$ cat src/rtl/mbist_pkg.sv
package mbist_pkg;
  localparam int unsigned ELEM_W = 3;

  typedef enum logic [1:0] {
    ALG_SCAN4 = 2'd0,
    ALG_5N    = 2'd1,
    ALG_10N   = 2'd2,
    ALG_10N_B = 2'd3
  } algo_e;

  typedef struct packed {
    logic wr;
    logic val;
  } mop_t;

  typedef struct packed {
    logic desc;
    logic two;
    mop_t op0;
    mop_t op1;
  } melem_t;

  typedef enum logic [2:0] {
    ST_IDLE, ST_RUN, ST_PAUSE, ST_DRAIN, ST_DONE
  } mstate_e;
endpackage

$ cat src/rtl/mbist_elem_rom.sv
module mbist_elem_rom import mbist_pkg::*; (
  input  logic [1:0]        algo_i,
  input  logic [ELEM_W-1:0] idx_i,
  output melem_t            cur_o,
  output logic              cur_last_o,
  output logic              nxt_pause_o
);
  function automatic melem_t mk(logic d, logic t, logic w0, logic v0, logic w1, logic v1);
    melem_t e;
    e.desc = d; e.two = t;
    e.op0.wr = w0; e.op0.val = v0;
    e.op1.wr = w1; e.op1.val = v1;
    return e;
  endfunction

  function automatic melem_t lookup(logic [1:0] a, logic [ELEM_W-1:0] i);
    melem_t e;
    e = mk(1'b0, 1'b0, 1'b1, 1'b0, 1'b1, 1'b0);
    case (algo_e'(a))
      ALG_SCAN4: case (i)
        3'd1:    e = mk(1'b0, 1'b0, 1'b0, 1'b0, 1'b0, 1'b0);
        3'd2:    e = mk(1'b0, 1'b0, 1'b1, 1'b1, 1'b1, 1'b1);
        3'd3:    e = mk(1'b0, 1'b0, 1'b0, 1'b1, 1'b0, 1'b1);
        default: ;
      endcase
      ALG_5N: case (i)
        3'd1:    e = mk(1'b0, 1'b1, 1'b0, 1'b0, 1'b1, 1'b1);
        3'd2:    e = mk(1'b1, 1'b1, 1'b0, 1'b1, 1'b1, 1'b0);
        default: ;
      endcase
      default: case (i)
        3'd1:    e = mk(1'b0, 1'b1, 1'b0, 1'b0, 1'b1, 1'b1);
        3'd2:    e = mk(1'b0, 1'b1, 1'b0, 1'b1, 1'b1, 1'b0);
        3'd3:    e = mk(1'b1, 1'b1, 1'b0, 1'b0, 1'b1, 1'b1);
        3'd4:    e = mk(1'b1, 1'b1, 1'b0, 1'b1, 1'b1, 1'b0);
        3'd5:    e = mk(1'b0, 1'b0, 1'b0, 1'b0, 1'b0, 1'b0);
        default: ;
      endcase
    endcase
    return e;
  endfunction

  function automatic logic [ELEM_W-1:0] last_idx(logic [1:0] a);
    case (algo_e'(a))
      ALG_SCAN4: return 3'd3;
      ALG_5N:    return 3'd2;
      default:   return 3'd5;
    endcase
  endfunction

  function automatic logic read_first(logic [1:0] a, logic [ELEM_W-1:0] i);
    melem_t e;
    e = lookup(a, i);
    return !e.op0.wr;
  endfunction

  assign cur_o       = lookup(algo_i, idx_i);
  assign cur_last_o  = (idx_i == last_idx(algo_i));
  assign nxt_pause_o = read_first(algo_i, idx_i + 1'b1);
endmodule

$ cat src/rtl/mbist_addr_gen.sv
module mbist_addr_gen #(
  parameter int unsigned ADDR_W = 4
) (
  input  logic              clk_i,
  input  logic              rst_ni,
  input  logic              clr_i,
  input  logic              step_i,
  input  logic              desc_i,
  output logic [ADDR_W-1:0] addr_o,
  output logic              last_o
);
  logic [ADDR_W-1:0] idx_q;

  always_ff @(posedge clk_i or negedge rst_ni) begin
    if (!rst_ni)     idx_q <= '0;
    else if (clr_i)  idx_q <= '0;
    else if (step_i) idx_q <= idx_q + 1'b1;
  end

  // descending order is the bitwise mirror of the ascending one
  assign addr_o = desc_i ? ~idx_q : idx_q;
  assign last_o = &idx_q;

  assert_addr_step_R2: assert property (@(posedge clk_i) disable iff (!rst_ni)
    step_i && !clr_i && !last_o |=> (desc_i ? (addr_o == $past(addr_o) - 1'b1)
                                            : (addr_o == $past(addr_o) + 1'b1)));
endmodule

$ cat src/rtl/mbist_resp_chk.sv
module mbist_resp_chk #(
  parameter int unsigned ADDR_W = 4,
  parameter int unsigned DATA_W = 8,
  parameter int unsigned ELEM_W = 3
) (
  input  logic              clk_i,
  input  logic              rst_ni,
  input  logic              clr_i,
  input  logic              rd_i,
  input  logic              exp_i,
  input  logic [ADDR_W-1:0] addr_i,
  input  logic [ELEM_W-1:0] elem_i,
  input  logic              op_i,
  input  logic [DATA_W-1:0] rdata_i,
  output logic              mism_o,
  output logic              fail_o,
  output logic [ADDR_W-1:0] fail_addr_o,
  output logic [ELEM_W-1:0] fail_elem_o,
  output logic              fail_op_o
);
  logic              pend_q, exp_q, op_q;
  logic [ADDR_W-1:0] addr_q;
  logic [ELEM_W-1:0] elem_q;

  always_ff @(posedge clk_i or negedge rst_ni) begin
    if (!rst_ni) begin
      pend_q <= 1'b0; exp_q <= 1'b0; op_q <= 1'b0;
      addr_q <= '0;   elem_q <= '0;
    end else begin
      pend_q <= rd_i && !clr_i;
      if (rd_i) begin
        exp_q <= exp_i; op_q <= op_i; addr_q <= addr_i; elem_q <= elem_i;
      end
    end
  end

  assign mism_o = pend_q && (rdata_i != {DATA_W{exp_q}});

  always_ff @(posedge clk_i or negedge rst_ni) begin
    if (!rst_ni) begin
      fail_o <= 1'b0; fail_addr_o <= '0; fail_elem_o <= '0; fail_op_o <= 1'b0;
    end else if (clr_i) begin
      fail_o <= 1'b0; fail_addr_o <= '0; fail_elem_o <= '0; fail_op_o <= 1'b0;
    end else if (mism_o && !fail_o) begin
      fail_o <= 1'b1; fail_addr_o <= addr_q; fail_elem_o <= elem_q; fail_op_o <= op_q;
    end
  end

  assert_fail_sticky_R8: assert property (@(posedge clk_i) disable iff (!rst_ni)
    fail_o && !clr_i |=> fail_o && (fail_addr_o == $past(fail_addr_o))
                         && (fail_elem_o == $past(fail_elem_o)));
  assert_fail_from_read_R6: assert property (@(posedge clk_i) disable iff (!rst_ni)
    $rose(fail_o) |-> $past(pend_q));
endmodule

$ cat src/rtl/mbist_march.sv
module mbist_march import mbist_pkg::*; #(
  parameter int unsigned ADDR_W = 4,
  parameter int unsigned DATA_W = 8,
  parameter int unsigned DLY_W  = 16
) (
  input  logic              clk_i,
  input  logic              rst_ni,
  input  logic              start_i,
  input  logic [1:0]        algo_i,
  input  logic              ret_en_i,
  input  logic [DLY_W-1:0]  ret_dly_i,
  input  logic              stop_on_fail_i,
  output logic              busy_o,
  output logic              done_o,
  output logic              fail_o,
  output logic [ADDR_W-1:0] fail_addr_o,
  output logic [ELEM_W-1:0] fail_elem_o,
  output logic              fail_op_o,
  output logic              mem_req_o,
  output logic              mem_we_o,
  output logic [ADDR_W-1:0] mem_addr_o,
  output logic [DATA_W-1:0] mem_wdata_o,
  input  logic [DATA_W-1:0] mem_rdata_i
);
  mstate_e           state_q;
  logic [ELEM_W-1:0] elem_q;
  logic              op_q, ret_en_q, stop_q;
  logic [1:0]        algo_q;
  logic [DLY_W-1:0]  dly_q, cnt_q;

  melem_t cur;
  mop_t   op;
  logic   cur_last, nxt_pause, addr_last, op_last;
  logic   launch, run, step, addr_clr, mism, halt;

  mbist_elem_rom i_rom (
    .algo_i(algo_q), .idx_i(elem_q),
    .cur_o(cur), .cur_last_o(cur_last), .nxt_pause_o(nxt_pause)
  );

  assign launch   = start_i && (state_q == ST_IDLE || state_q == ST_DONE);
  assign run      = (state_q == ST_RUN);
  assign op       = op_q ? cur.op1 : cur.op0;
  assign op_last  = !cur.two || op_q;
  assign step     = run && op_last && !addr_last;
  assign addr_clr = launch || (run && op_last && addr_last);
  assign halt     = mism && stop_q && busy_o;

  mbist_addr_gen #(.ADDR_W(ADDR_W)) i_addr (
    .clk_i, .rst_ni, .clr_i(addr_clr), .step_i(step), .desc_i(cur.desc),
    .addr_o(mem_addr_o), .last_o(addr_last)
  );

  mbist_resp_chk #(.ADDR_W(ADDR_W), .DATA_W(DATA_W), .ELEM_W(ELEM_W)) i_chk (
    .clk_i, .rst_ni, .clr_i(launch), .rd_i(run && !op.wr), .exp_i(op.val),
    .addr_i(mem_addr_o), .elem_i(elem_q), .op_i(op_q), .rdata_i(mem_rdata_i),
    .mism_o(mism), .fail_o, .fail_addr_o, .fail_elem_o, .fail_op_o
  );

  always_ff @(posedge clk_i or negedge rst_ni) begin
    if (!rst_ni) begin
      state_q <= ST_IDLE; elem_q <= '0; op_q <= 1'b0; algo_q <= '0;
      ret_en_q <= 1'b0; stop_q <= 1'b0; dly_q <= '0; cnt_q <= '0;
    end else if (launch) begin
      state_q <= ST_RUN; elem_q <= '0; op_q <= 1'b0; algo_q <= algo_i;
      ret_en_q <= ret_en_i; stop_q <= stop_on_fail_i; dly_q <= ret_dly_i;
    end else if (halt) begin
      state_q <= ST_DONE;
    end else begin
      case (state_q)
        ST_RUN: begin
          if (!op_last) op_q <= 1'b1;
          else begin
            op_q <= 1'b0;
            if (addr_last) begin
              if (cur_last) state_q <= ST_DRAIN;
              else begin
                elem_q <= elem_q + 1'b1;
                if (ret_en_q && nxt_pause && dly_q != '0) begin
                  state_q <= ST_PAUSE;
                  cnt_q   <= dly_q;
                end
              end
            end
          end
        end
        ST_PAUSE: begin
          if (cnt_q <= 1) state_q <= ST_RUN;
          else            cnt_q   <= cnt_q - 1'b1;
        end
        ST_DRAIN: state_q <= ST_DONE;
        default:  ;
      endcase
    end
  end

  assign busy_o      = (state_q == ST_RUN) || (state_q == ST_PAUSE) || (state_q == ST_DRAIN);
  assign done_o      = (state_q == ST_DONE);
  assign mem_req_o   = run;
  assign mem_we_o    = run && op.wr;
  assign mem_wdata_o = {DATA_W{op.val}};

  assert_idle_quiet_R1: assert property (@(posedge clk_i) disable iff (!rst_ni)
    !busy_o |-> !mem_req_o);
  assert_launch_busy_R10: assert property (@(posedge clk_i) disable iff (!rst_ni)
    launch |=> busy_o && !fail_o);
  assert_pause_count_R7: assert property (@(posedge clk_i) disable iff (!rst_ni)
    state_q == ST_PAUSE |-> cnt_q != '0);
  assert_done_entry_R9: assert property (@(posedge clk_i) disable iff (!rst_ni)
    $rose(done_o) |-> $past(state_q == ST_DRAIN) || $past(mism && stop_q));
endmodule

$ cat config.mk
export PLATFORM = sky130hd
export DESIGN_NAME = mbist_march
export DESIGN_NICKNAME = d
export VERILOG_FILES = /design/src/rtl/mbist_pkg.sv /design/src/rtl/mbist_elem_rom.sv /design/src/rtl/mbist_addr_gen.sv /design/src/rtl/mbist_resp_chk.sv /design/src/rtl/mbist_march.sv
export SDC_FILE = /design/constraint.sdc
export NUM_CORES = 1
export LEC_CHECK = 0
export ABC_AREA = 1
export BUFFER_PORTS_ARGS = -buffer_cell sky130_fd_sc_hd__buf_2
export CORE_ASPECT_RATIO = 0.8
export CORE_MARGIN = 2
export CORE_UTILIZATION = 58
export DETAILED_ROUTE_END_ITERATION = 16
export GPL_TIMING_DRIVEN = 1
export PLACE_DENSITY = 0.85
export SLEW_MARGIN = 20
export SYNTH_ARGS = -nofsm -noshare
export SYNTH_HDL_FRONTEND = slang
export SYNTH_SLANG_ARGS = --single-unit
$ cat constraint.sdc
create_clock -name clk_i -period 2.7 [get_ports clk_i]
set_clock_uncertainty 0.2 [all_clocks]
set_input_delay 0.54 -clock clk_i [delete_from_list [all_inputs] [get_ports clk_i]]
set_output_delay 0.54 -clock clk_i [all_outputs]
set_load 0.02 [all_outputs]
After elaboration in Yosys (flattened, before gate mapping)
Cells that the tools add are included.
{"block": "op_classes", "bitwise_logic": 3, "n_eq_ne": 28, "addsub": 3, "reduce_logical": 39, "muxes": 45, "n_lt_le_gt_ge": 1}
{"operator": "16-bit 2-to-1 mux", "count": 5}
{"operator": "3-bit 2-to-1 mux", "count": 15}
{"operator": "16-bit one-hot mux with 2 select lines", "count": 1}
{"operator": "6-bit one-hot mux with 5 select lines", "count": 1}
{"operator": "4-bit one-hot mux with 3 select lines", "count": 2}
{"operator": "6-bit one-hot mux with 2 select lines", "count": 2}
{"operator": "4-bit 2-to-1 mux", "count": 5}
{"operator": "4-bit one-hot mux with 5 select lines", "count": 1}
{"operator": "3-bit by 2-bit == test with 1-bit output, second input constant", "count": 6}
{"operator": "16-bit by 1-bit less-or-equal comparator with 1-bit output, second input constant", "count": 1}
{"operator": "4-bit one-hot mux with 2 select lines", "count": 2}
{"operator": "16-bit nonzero test", "count": 1}
{"operator": "16-bit by 1-bit subtractor with 16-bit output, second input constant", "count": 1}
{"operator": "3-bit == test, second input constant", "count": 5}
{"operator": "1-bit logical AND", "count": 13}
{"operator": "2-bit nonzero test", "count": 6}
{"operator": "5-bit AND reduction", "count": 2}
{"operator": "3-bit by 1-bit == test with 1-bit output, second input constant", "count": 3}
{"operator": "3-bit one-hot mux with 3 select lines", "count": 1}
{"operator": "1-bit 2-to-1 mux", "count": 8}
{"operator": "2-bit inequality test, second input constant", "count": 4}
{"operator": "4-bit by 2-bit inequality test with 1-bit output, second input constant", "count": 2}
{"operator": "8-bit inequality test", "count": 1}
{"operator": "8-bit AND reduction", "count": 1}
{"operator": "other kinds (18)", "count": 30}
{"block": "totals", "out_inout_bits": 25, "word_cells": 137, "in_bits": 31, "regBits": 66}

Longest topological paths before layout
Gate-level depths: netlist of run 1.
{"block": "logic_depth", "depth_word": 14, "ltp_mapped": 15, "mapped_depth_nobuf": 14}

Hierarchy
From an unflattened synthesis of run 1, not the netlist that was laid out.
{"block": "hier_totals", "cells_unflattened": 573, "hier_area_um2": 4032.6}
{"mod": "mbist_march", "area_per_inst_um2": 2577.5, "instances": 1, "cells_each": 374, "seq_area_each_um2": 1076.0}
{"mod": "mbist_resp_chk", "area_per_inst_um2": 859.6, "instances": 1, "cells_each": 101, "seq_area_each_um2": 475.5}
{"mod": "mbist_elem_rom", "area_per_inst_um2": 362.8, "instances": 1, "cells_each": 70, "seq_area_each_um2": 0.0}
{"mod": "mbist_addr_gen", "area_per_inst_um2": 232.7, "instances": 1, "cells_each": 28, "seq_area_each_um2": 100.1}

Worst setup path after synthesis of run 1
Ideal clock, no wire load.
{"block": "synth_timing", "path_type": "register to output", "startpoint": "reg elem_q[0]", "endpoint": "out mem_we_o", "slack_ns": 0.059, "n_path_buf": 1, "stages_incl_launch_ff": 10, "arrival_time_ns": 1.901, "required_ns": 1.960, "path_cell_list": "dfrtp_1 ha_1 ha_1 inv_1 nand2_1 o21ai_1 a21oi_1 or2_1 buf_2 a21oi_1"}
{"block": "synth_between", "elab_chain_len": 5, "word_cells_on_any_way": 11, "cone_classes": "eq/ne: 5; mux: 5; reduce/logical: 1"}
{"element": "from (decl)", "line": "mbist_march.sv:26", "rtl": "logic [ELEM_W-1:0] elem_q;"}
{"element": "from (signal assigned)", "line": "mbist_march.sv:78", "rtl": "elem_q <= elem_q + 1'b1;"}
{"element": "3-bit == test (tied with other cells)", "line": "mbist_elem_rom.sv:31", "rtl": "default: case (i)"}
{"element": "6-bit one-hot mux with 5 select lines (tied with other cells)", "line": "mbist_elem_rom.sv:31"}
{"element": "6-bit one-hot mux with 2 select lines (*)", "line": "mbist_elem_rom.sv:19", "rtl": "case (algo_e'(a))"}
{"element": "2-bit 2-to-1 mux (*)", "line": "mbist_march.sv:43", "rtl": "assign op = op_q ? cur.op1 : cur.op0;"}
{"element": "1-bit logical AND (*)", "line": "mbist_march.sv:100", "rtl": "assign mem_we_o = run && op.wr;"}
{"element": "to (decl)", "line": "mbist_march.sv:20", "rtl": "output logic mem_we_o,"}
Every way passes the cells marked *; elsewhere a longest branch is shown, timed or not.

Worst setup path in the final report of run 1
Same ends and word-level chain as after synthesis.

==> results of run 1 <==
==> registers in the layout (all words and copies together) (netlist names) <==
name,flops
cnt_q,16
dly_q,16
i_addr.idx_q,4
i_chk.addr_q,4
i_chk.fail_addr_o,4
elem_q,3
i_chk.elem_q,3
i_chk.fail_elem_o,3
state_q,3
algo_q,2
i_chk.exp_q,1
i_chk.fail_o,1
i_chk.fail_op_o,1
i_chk.op_q,1
i_chk.pend_q,1
op_q,1
ret_en_q,1
stop_q,1
==> cell families after synthesis <==
logic type      Yosys count  share of synthesized area (%)
buf+inv                  76                          8.596
simple gates            319                          34.82
compound gates           67                          9.761
xor+xnor                 11                          2.424
fa+ha+maj                 9                          2.834
flops                    66                          41.56
==> layout make-up <==
class	instances	share of cell area [%]
repair buffers	77	9.804
multi-input cells	406	44.42
clock buffers	12	3.277
flip-flops and latches	66	34.99
clock inverters	4	1.057
inverters	52	4.228
well taps	84	2.220
==> layer usage <==
metal	global-route usage [%]	part of all wire (%)	vias up	routed length (microns)
met5	0	0	-	0
met4	7.606	3.4	0	340
met3	9.693	9.1	39	906
met2	39.44	42	187	4219
met1	38.73	45	1714	4517
li1	-	-	1874	-
==> cells in the final DEF (no fill, tap or decap), types with 2 or more instances in the layout <==
cell	netlist	final
nand2_1	180	177
dfrtp_1	66	62
buf_2	6	52
nor2_1	51	51
nand3_1	47	47
inv_1	48	44
o21ai_0	37	35
buf_4	9	21
nand2_2	13	14
nand4_1	14	14
clkbuf_8	0	11
o21ai_2	8	9
inv_2	4	6
xor2_1	7	6
a21oi_1	11	6
o21a_1	6	6
a21oi_2	0	5
ha_1	9	5
nand2_4	2	4
nor3_1	4	4
xnor2_1	4	4
ha_4	0	4
dfrtp_2	0	4
inv_4	0	2
nor2_4	2	2
or2_2	2	2
clkinvlp_4	0	2
==> worst max path at each step <==
stage | start | endpoint | slack (ns) | cells past startpoint
CTS | elem_q[1] | mem_we_o | -0.07 | 9
finish | elem_q[0] | mem_we_o | -0.15 | 9
floorplan | elem_q[0] | mem_we_o | 0.06 | 9
detailed placement | elem_q[1] | mem_wdata_o[2] | 0.05 | 7
global route | elem_q[0] | mem_we_o | -0.19 | 9
global placement | elem_q[0] | mem_we_o | 0.20 | 9
==> timing repair <==
action	4_1_cts	5_1_grt
hold buffers	1	0
gates resized for setup	24	16
endpoints found under the hold margin	21	0
buffers inserted	6	6
endpoints found under the setup margin	13	13
pin swaps	9	9
==> worst min-delay path, stage by stage <==
cell     delay, ns
buf_2         0.07
nand2_1       0.04
nand2_1       0.04
==> metrics by stage <==
step,utilization [%],setup TNS (ns),power (mW)
after floorplan,-,0,1.012
final,72.77,-0.3737,1.897
after CTS,71.23,-0.06726,1.907
after global routing,72.77,-1.210,1.963
after global placement,65.90,0,1.056
after detailed placement,65.90,0,1.058
==> power by group <==
part	internal, mW	total [mW]	switching [mW]
clock network	0.475	0.858	0.383
registers	0.988	0.988	0
logic	0.0211	0.0501	0.0290
==> results.md, run 1 <==
- Fin area: 0.004735 sq mm
- Final min period: 2.847 ns
- Delay of the slowest critical-path stage: 0.48 ns
- Fin worst setup slack: -0.1468 ns
- Pins Over Slew Limit: 0
- Drt wl/cell: 14.24 microns
- Vias in the first global route: 3399
- Worst Hold Launch: ret_dly_i[7]
- Worst vdd ir: 0.0003792 V
- Yosys cell types: 32
- IO Port Bufs: 55
- Root Buffer: clkbuf_8
- Warnings from Yosys: 0
- Wirelength, routed: 9.983 mm
- Residual DRC: 0
- Antenna viol nets, final: 0
- Row count: 26
- Most common cell in the netlist: nand2_1
- Number of enable flip-flop cells after synthesis: 0
- Overflow after GRT: 0
- RePlAce Congestion: 0.9618
- First-pass GRT wire length: 15.88 mm
- Die span in y: 78.04 microns
- Fmax: 351.3 MHz
- Top cell by count, worst path: a21oi_2
- Most used DFF post-synth: dfrtp_1
- Reg-to-reg critical path startpoint: elem_q[0]
- Final period util: 105.4%
- Die Area: 0.007534 sq mm
- RR Endpoint: i_chk.elem_q[2]
- Top cell type's share of synthesized area: 41.56%
- Share of cells above drive strength 1: 23.99%
- Max Cap Viol: 0
- DP Worst Slack: 0.04760 ns
- Drt pass-1 iters: 6
- CP Max Fanout: 5
- Clock sink total: 66
- R2R Setup Slk: 0.26 ns
- Post-Layout Cell Count: 701
- Least-Margin Pin Slew: 0.6468 ns
- Clock-pin slew on the worst setup and hold paths: 0.07 ns
- Initial DRC count: 431
- WHS Path Cells: 3
- Largest net degree at the start of global routing: 46
- Failing checks: setup timing
- H-tree Lvls: 3
- Vias per inst: 5.441
- Clock Tree Buf Depth: 2
- Yosys top cell by area: dfrtp_1
- Starting Density: 61.08%
- Min-Delay Path Class: input pin to flop
- Most common library cells after synthesis: nand2_1 (180), dfrtp_1 (66), nor2_1 (51), inv_1 (48), nand3_1 (47)
- #FFs+latches synth: 66
- Syn nets: 588
- Total number of vias: 3814
- Worst path cell trace: buf_6 > ha_4 > inv_2 > nand2_1 > o21ai_4 > a21oi_2 > or2_1 > a21oi_2 > buf_4
- # fillers: 513
- Area of the multi-input gates: 0.002103 sq mm
- Layout area overhead: 19.14%
- PD cells: 400.6 mW/mm^2
- Leakage power: 2.659 nW
- Sequential share of the synthesized area: 41.56%
- WP buf/inv: 3
- TritonCTS Buffers: 9
- Final hold slack: 0.1782 ns
- Placed inst area: 0.004288 sq mm
- Area contributors post-synth: dfrtp_1 (42%), nand2_1 (17%), nand3_1 (5.9%), nor2_1 (4.8%), o21ai_0 (4.7%)
- Synth Cell Area: 0.003974 sq mm
- Diodes inserted: 0
- HPWL Detailed: 6.697 mm
- Core area: 0.006506 sq mm
- Die Width: 96.55 microns
- RSZ-0062 raised after global routing: yes
- Final setup vio count: 12
- CTS tree: yes
- Setup CP Type: flop to output pin
- Mapped Cells: 548
- IO Pins: 56
- Setup crit start kind: flop
- Initial antenna violation count: 0
- Crit. End Element: output pin
- Total Nets Final: 652
- Avg Cell Area, Syn: 7.251 sq um
- CP required: 1.96 ns
- Async S/R FF share, synth: 100.0%
- Final hold vios: 0
- WHS Endpoint: dly_q[7]
- Outcome: finished, violations left
- Worst-skew pair later-pin latency: 0.35 ns
- CP max-delay cell: dfrtp_2
- Post-Place Cells: 672
- Rel. slew slack: 56.77%
- GR Util All Layers: 27.22%
- Crit path max-delay family: flip-flops
- Reg2Reg Depth: 11
- Worst path arrival time: 2.11 ns
- Reg area: 0.001657 sq mm
Power figures use the tool's default switching activity.
==> run 2, diff against run 1 <==
Settings changed: CORE_ASPECT_RATIO 0.8 to default, PLACE_DENSITY 0.85 to 0.84, SYNTH_HIERARCHICAL from default to 1.
==> run 2 against run 1 <==
Against the previous run:
- the run now ends clean
- via count grew 2.6%
- sequential share of layout area is 1.1 points lower
- synthesized cell count grew 4.6%
- wire length is 1.1% higher
- critical path depth stayed put
- non-clock buffer count increased by 1
- global-route usage decreased by 0.25 points
- final area is 3.0% higher
- synthesized area increased by 1.5%
- clock-buffer cell count stayed put
- utilization is 0.57 points lower
==> results.md, run 2 <==
- Outcome: finished clean (was finished, violations left)
- Min-Delay Path Class: input pin to async pin (was input pin to flop)
- First-pass GRT wire length: 16.26 mm (was 15.88 mm)
- Worst vdd ir: 0.0007595 V (was 0.0003792 V)
- IO Port Bufs: 55 (unchanged)
- Most used DFF post-synth: dfrtp_1 (unchanged)
- Least-Margin Pin Slew: 0.6477 ns (was 0.6468 ns)
- Max Cap Viol: 0 (unchanged)
- Drt wl/cell: 13.86 microns (was 14.24 microns)
- Reg area: 0.001653 sq mm (was 0.001657 sq mm)
- Avg Cell Area, Syn: 7.038 sq um (was 7.251 sq um)
- Warnings from Yosys: 6 (was 0)
- R2R Setup Slk: 0.17 ns (was 0.26 ns)
- Pins Over Slew Limit: 0 (unchanged)
- Hold_buf cts: 0 (was 1)
- Yosys cell types: 34 (was 32)
- #FFs+latches synth: 66 (unchanged)
- Total Nets Final: 682 (was 652)
- Diodes inserted: 0 (unchanged)
- Synth Cell Area: 0.004033 sq mm (was 0.003974 sq mm)
- Top cell type's share of synthesized area: 40.96% (was 41.56%)
- Core area: 0.006756 sq mm (was 0.006506 sq mm)
- Worst path arrival time: 1.96 ns (was 2.11 ns)
- HPWL Detailed: 6.898 mm (was 6.697 mm)
- Clock Tree Buf Depth: 2 (unchanged)
- Syn nets: 612 (was 588)
- RSZ-0062 raised after global routing: yes (unchanged)
- Starting Density: 59.69% (was 61.08%)
- Area of the multi-input gates: 0.002198 sq mm (was 0.002103 sq mm)
- Placed inst area: 0.004395 sq mm (was 0.004288 sq mm)
- Final hold vios: 0 (unchanged)
- GR Util All Layers: 26.97% (was 27.22%)
- Overflow after GRT: 0 (unchanged)
- Final min period: 2.698 ns (was 2.847 ns)
- Most common cell after layout, fill and taps aside: nand2_1 (unchanged)
- Most common library cells after synthesis: nand2_1 (242), nor2_1 (67), dfrtp_1 (66), inv_1 (41), nand3_1 (32) (was nand2_1 (180), dfrtp_1 (66), nor2_1 (51), inv_1 (48), nand3_1 (47))
- Initial antenna violation count: 0 (unchanged)
- Mapped Cells: 573 (was 548)
- CP Max Fanout: 4 (was 5)
- Reg2Reg Depth: 16 (was 11)
- Total power: 5.028 mW (was 1.897 mW)
- Yosys top cell by area: dfrtp_1 (unchanged)
- Reg-to-reg critical path startpoint: elem_q[1] (was elem_q[0])
- Vias in the first global route: 3734 (was 3399)
- TritonCTS Buffers: 9 (unchanged)
- Rel. slew slack: 56.82% (was 56.77%)
- Most frequent cells in the layout: nand2_1 (239), nor2_1 (65), dfrtp_1 (65), buf_2 (44), inv_1 (40) (was nand2_1 (177), dfrtp_1 (62), buf_2 (52), nor2_1 (51), nand3_1 (47))
- Die Area: 0.007636 sq mm (was 0.007534 sq mm)
- Antenna viol nets, final: 0 (unchanged)
- Setup CP Type: flop to output pin (unchanged)
- Row count: 30 (was 26)
- Vias per inst: 5.376 (was 5.441)
- Share of cells above drive strength 1: 22.38% (was 23.99%)
- Worst-skew pair later-pin latency: 0.34 ns (was 0.35 ns)
- Root Buffer: clkbuf_8 (unchanged)
- # fillers: 503 (was 513)
- CTS tree: yes (unchanged)
- Die Width: 87.39 microns (was 96.55 microns)
- Initial DRC count: 254 (was 431)
- Largest net degree at the start of global routing: 40 (was 46)
- Sequential share of the synthesized area: 40.96% (was 41.56%)
- Clock sink total: 66 (unchanged)
- Clock-pin slew on the worst setup and hold paths: 0.07 ns (about the same)
- CP required: 1.96 ns (about the same)
- Async S/R FF share, synth: 100.0% (unchanged)
- Residual DRC: 0 (unchanged)
- H-tree Lvls: 3 (unchanged)
- Fin area: 0.004878 sq mm (was 0.004735 sq mm)
- Crit. End Element: output pin (unchanged)
- Die span in y: 87.39 microns (was 78.04 microns)
- Final setup vio count: 0 (was 12)
- Fmax: 370.6 MHz (was 351.3 MHz)
- Total number of vias: 3914 (was 3814)
- RePlAce Congestion: 0.9464 (was 0.9618)
- Final hold slack: 0.02166 ns (was 0.1782 ns)
- Most common cell in the netlist: nand2_1 (unchanged)
- Layout area overhead: 20.97% (was 19.14%)
- Setup crit start kind: flop (unchanged)
- PD cells: 1031 mW/mm^2 (was 400.6 mW/mm^2)
- Number of enable flip-flop cells after synthesis: 0 (unchanged)
- Biggest regs: cnt_q x16, dly_q x16 (unchanged)
- Drt pass-1 iters: 6 (unchanged)
- Final period util: 99.93% (was 105.4%)
- RR Endpoint: cnt_q[2] (was i_chk.elem_q[2])
- Wirelength, routed: 10.09 mm (was 9.983 mm)
- Area contributors post-synth: dfrtp_1 (41%), nand2_1 (23%), nor2_1 (6.2%), nand3_1 (4.0%), inv_1 (3.8%) (was dfrtp_1 (42%), nand2_1 (17%), nand3_1 (5.9%), nor2_1 (4.8%), o21ai_0 (4.7%))
- Leakage power: 2.686 nW (was 2.659 nW)
- IO Pins: 56 (unchanged)
## run 2: changes by cell type in the layout (fill, tap and decap cells not counted), sizes merged, moves of 5 or more
cell   previous run  this run
o21a              6         1
o21ai            46        22
nand3            48        36
nor2             53        74
nand2           195       250
## run 2: worst max path at each step
stage                     startpoint              to  slack (ns)  depth (start not counted)
after floorplan            elem_q[0]   mem_addr_o[1]        0.21                          6
after global placement     elem_q[1]        cnt_q[8]        0.25                         15
after detailed placement   elem_q[1]        cnt_q[8]        0.08                         14
after CTS                  elem_q[2]        mem_we_o       -0.01                         11
after global routing       elem_q[1]  mem_wdata_o[3]       -0.11                         11
final                      elem_q[1]   mem_addr_o[0]       0.002                          9
## run 2: cell families after synthesis
| kind of cell | Yosys count | synth area share [%] |
|---|---|---|
| fa+ha+maj | 8 | 2.482 |
| flops | 66 | 40.96 |
| mux | 4 | 0.9929 |
| buf+inv | 68 | 7.602 |
| simple gates | 379 | 40.27 |
| compound gates | 34 | 4.654 |
| xor+xnor | 14 | 3.041 |
## run 2: timing repair
item                       in CTS  in global routing
setup endpoints to repair      13                 37
buffers inserted                3                  7
gates resized for setup        10                 39
pin swaps                       0                 10
## run 2: layout make-up
type	count	share of cell area [%]
Multi-Input combinational cell	439	45.06
Sequential cell	66	33.88
Timing Repair Buffer	78	10.80
Inverter	49	3.873
Clock buffer	12	2.770
Tap cell	80	2.052
Clock inverter	4	1.565
## run 2: metrics by stage
step                setup TNS (ns)  setup WS [ns]  std cells  util [%]
floorplan                        0         0.2117        573         -
global placement                 0         0.2538        702     65.06
detailed placement               0        0.08484        702     65.06
CTS                       -0.02194       -0.01177        721     69.07
global route               -0.8405        -0.1057        728     72.20
finish                           0       0.001858        728     72.20
## run 2: worst max-delay path, stage by stage, from the launching register on
cell and delay, ns:
dfrtp_2 0.40, inv_2 0.07, buf_6 0.13, buf_12 0.12, nor2_4 0.15, nand3_2 0.11
o21ai_2 0.08, buf_6 0.18, xor2_2 0.20, buf_4 0.17
## run 2: power by group
part           internal, mW  switching, mW  leakage [nW]
clock                 0.523          0.376         0.101
sequential             1.34          0.362         0.860
combinational         0.898           1.52          1.72
total                  2.77           2.26          2.69
## run 2: metal layers
metal  track usage [%]  part of all wire [%]
met4             7.273                   2.1
met2             47.18                    51
met5                 0                     0
met3             6.066                   5.0
met1             33.45                    42
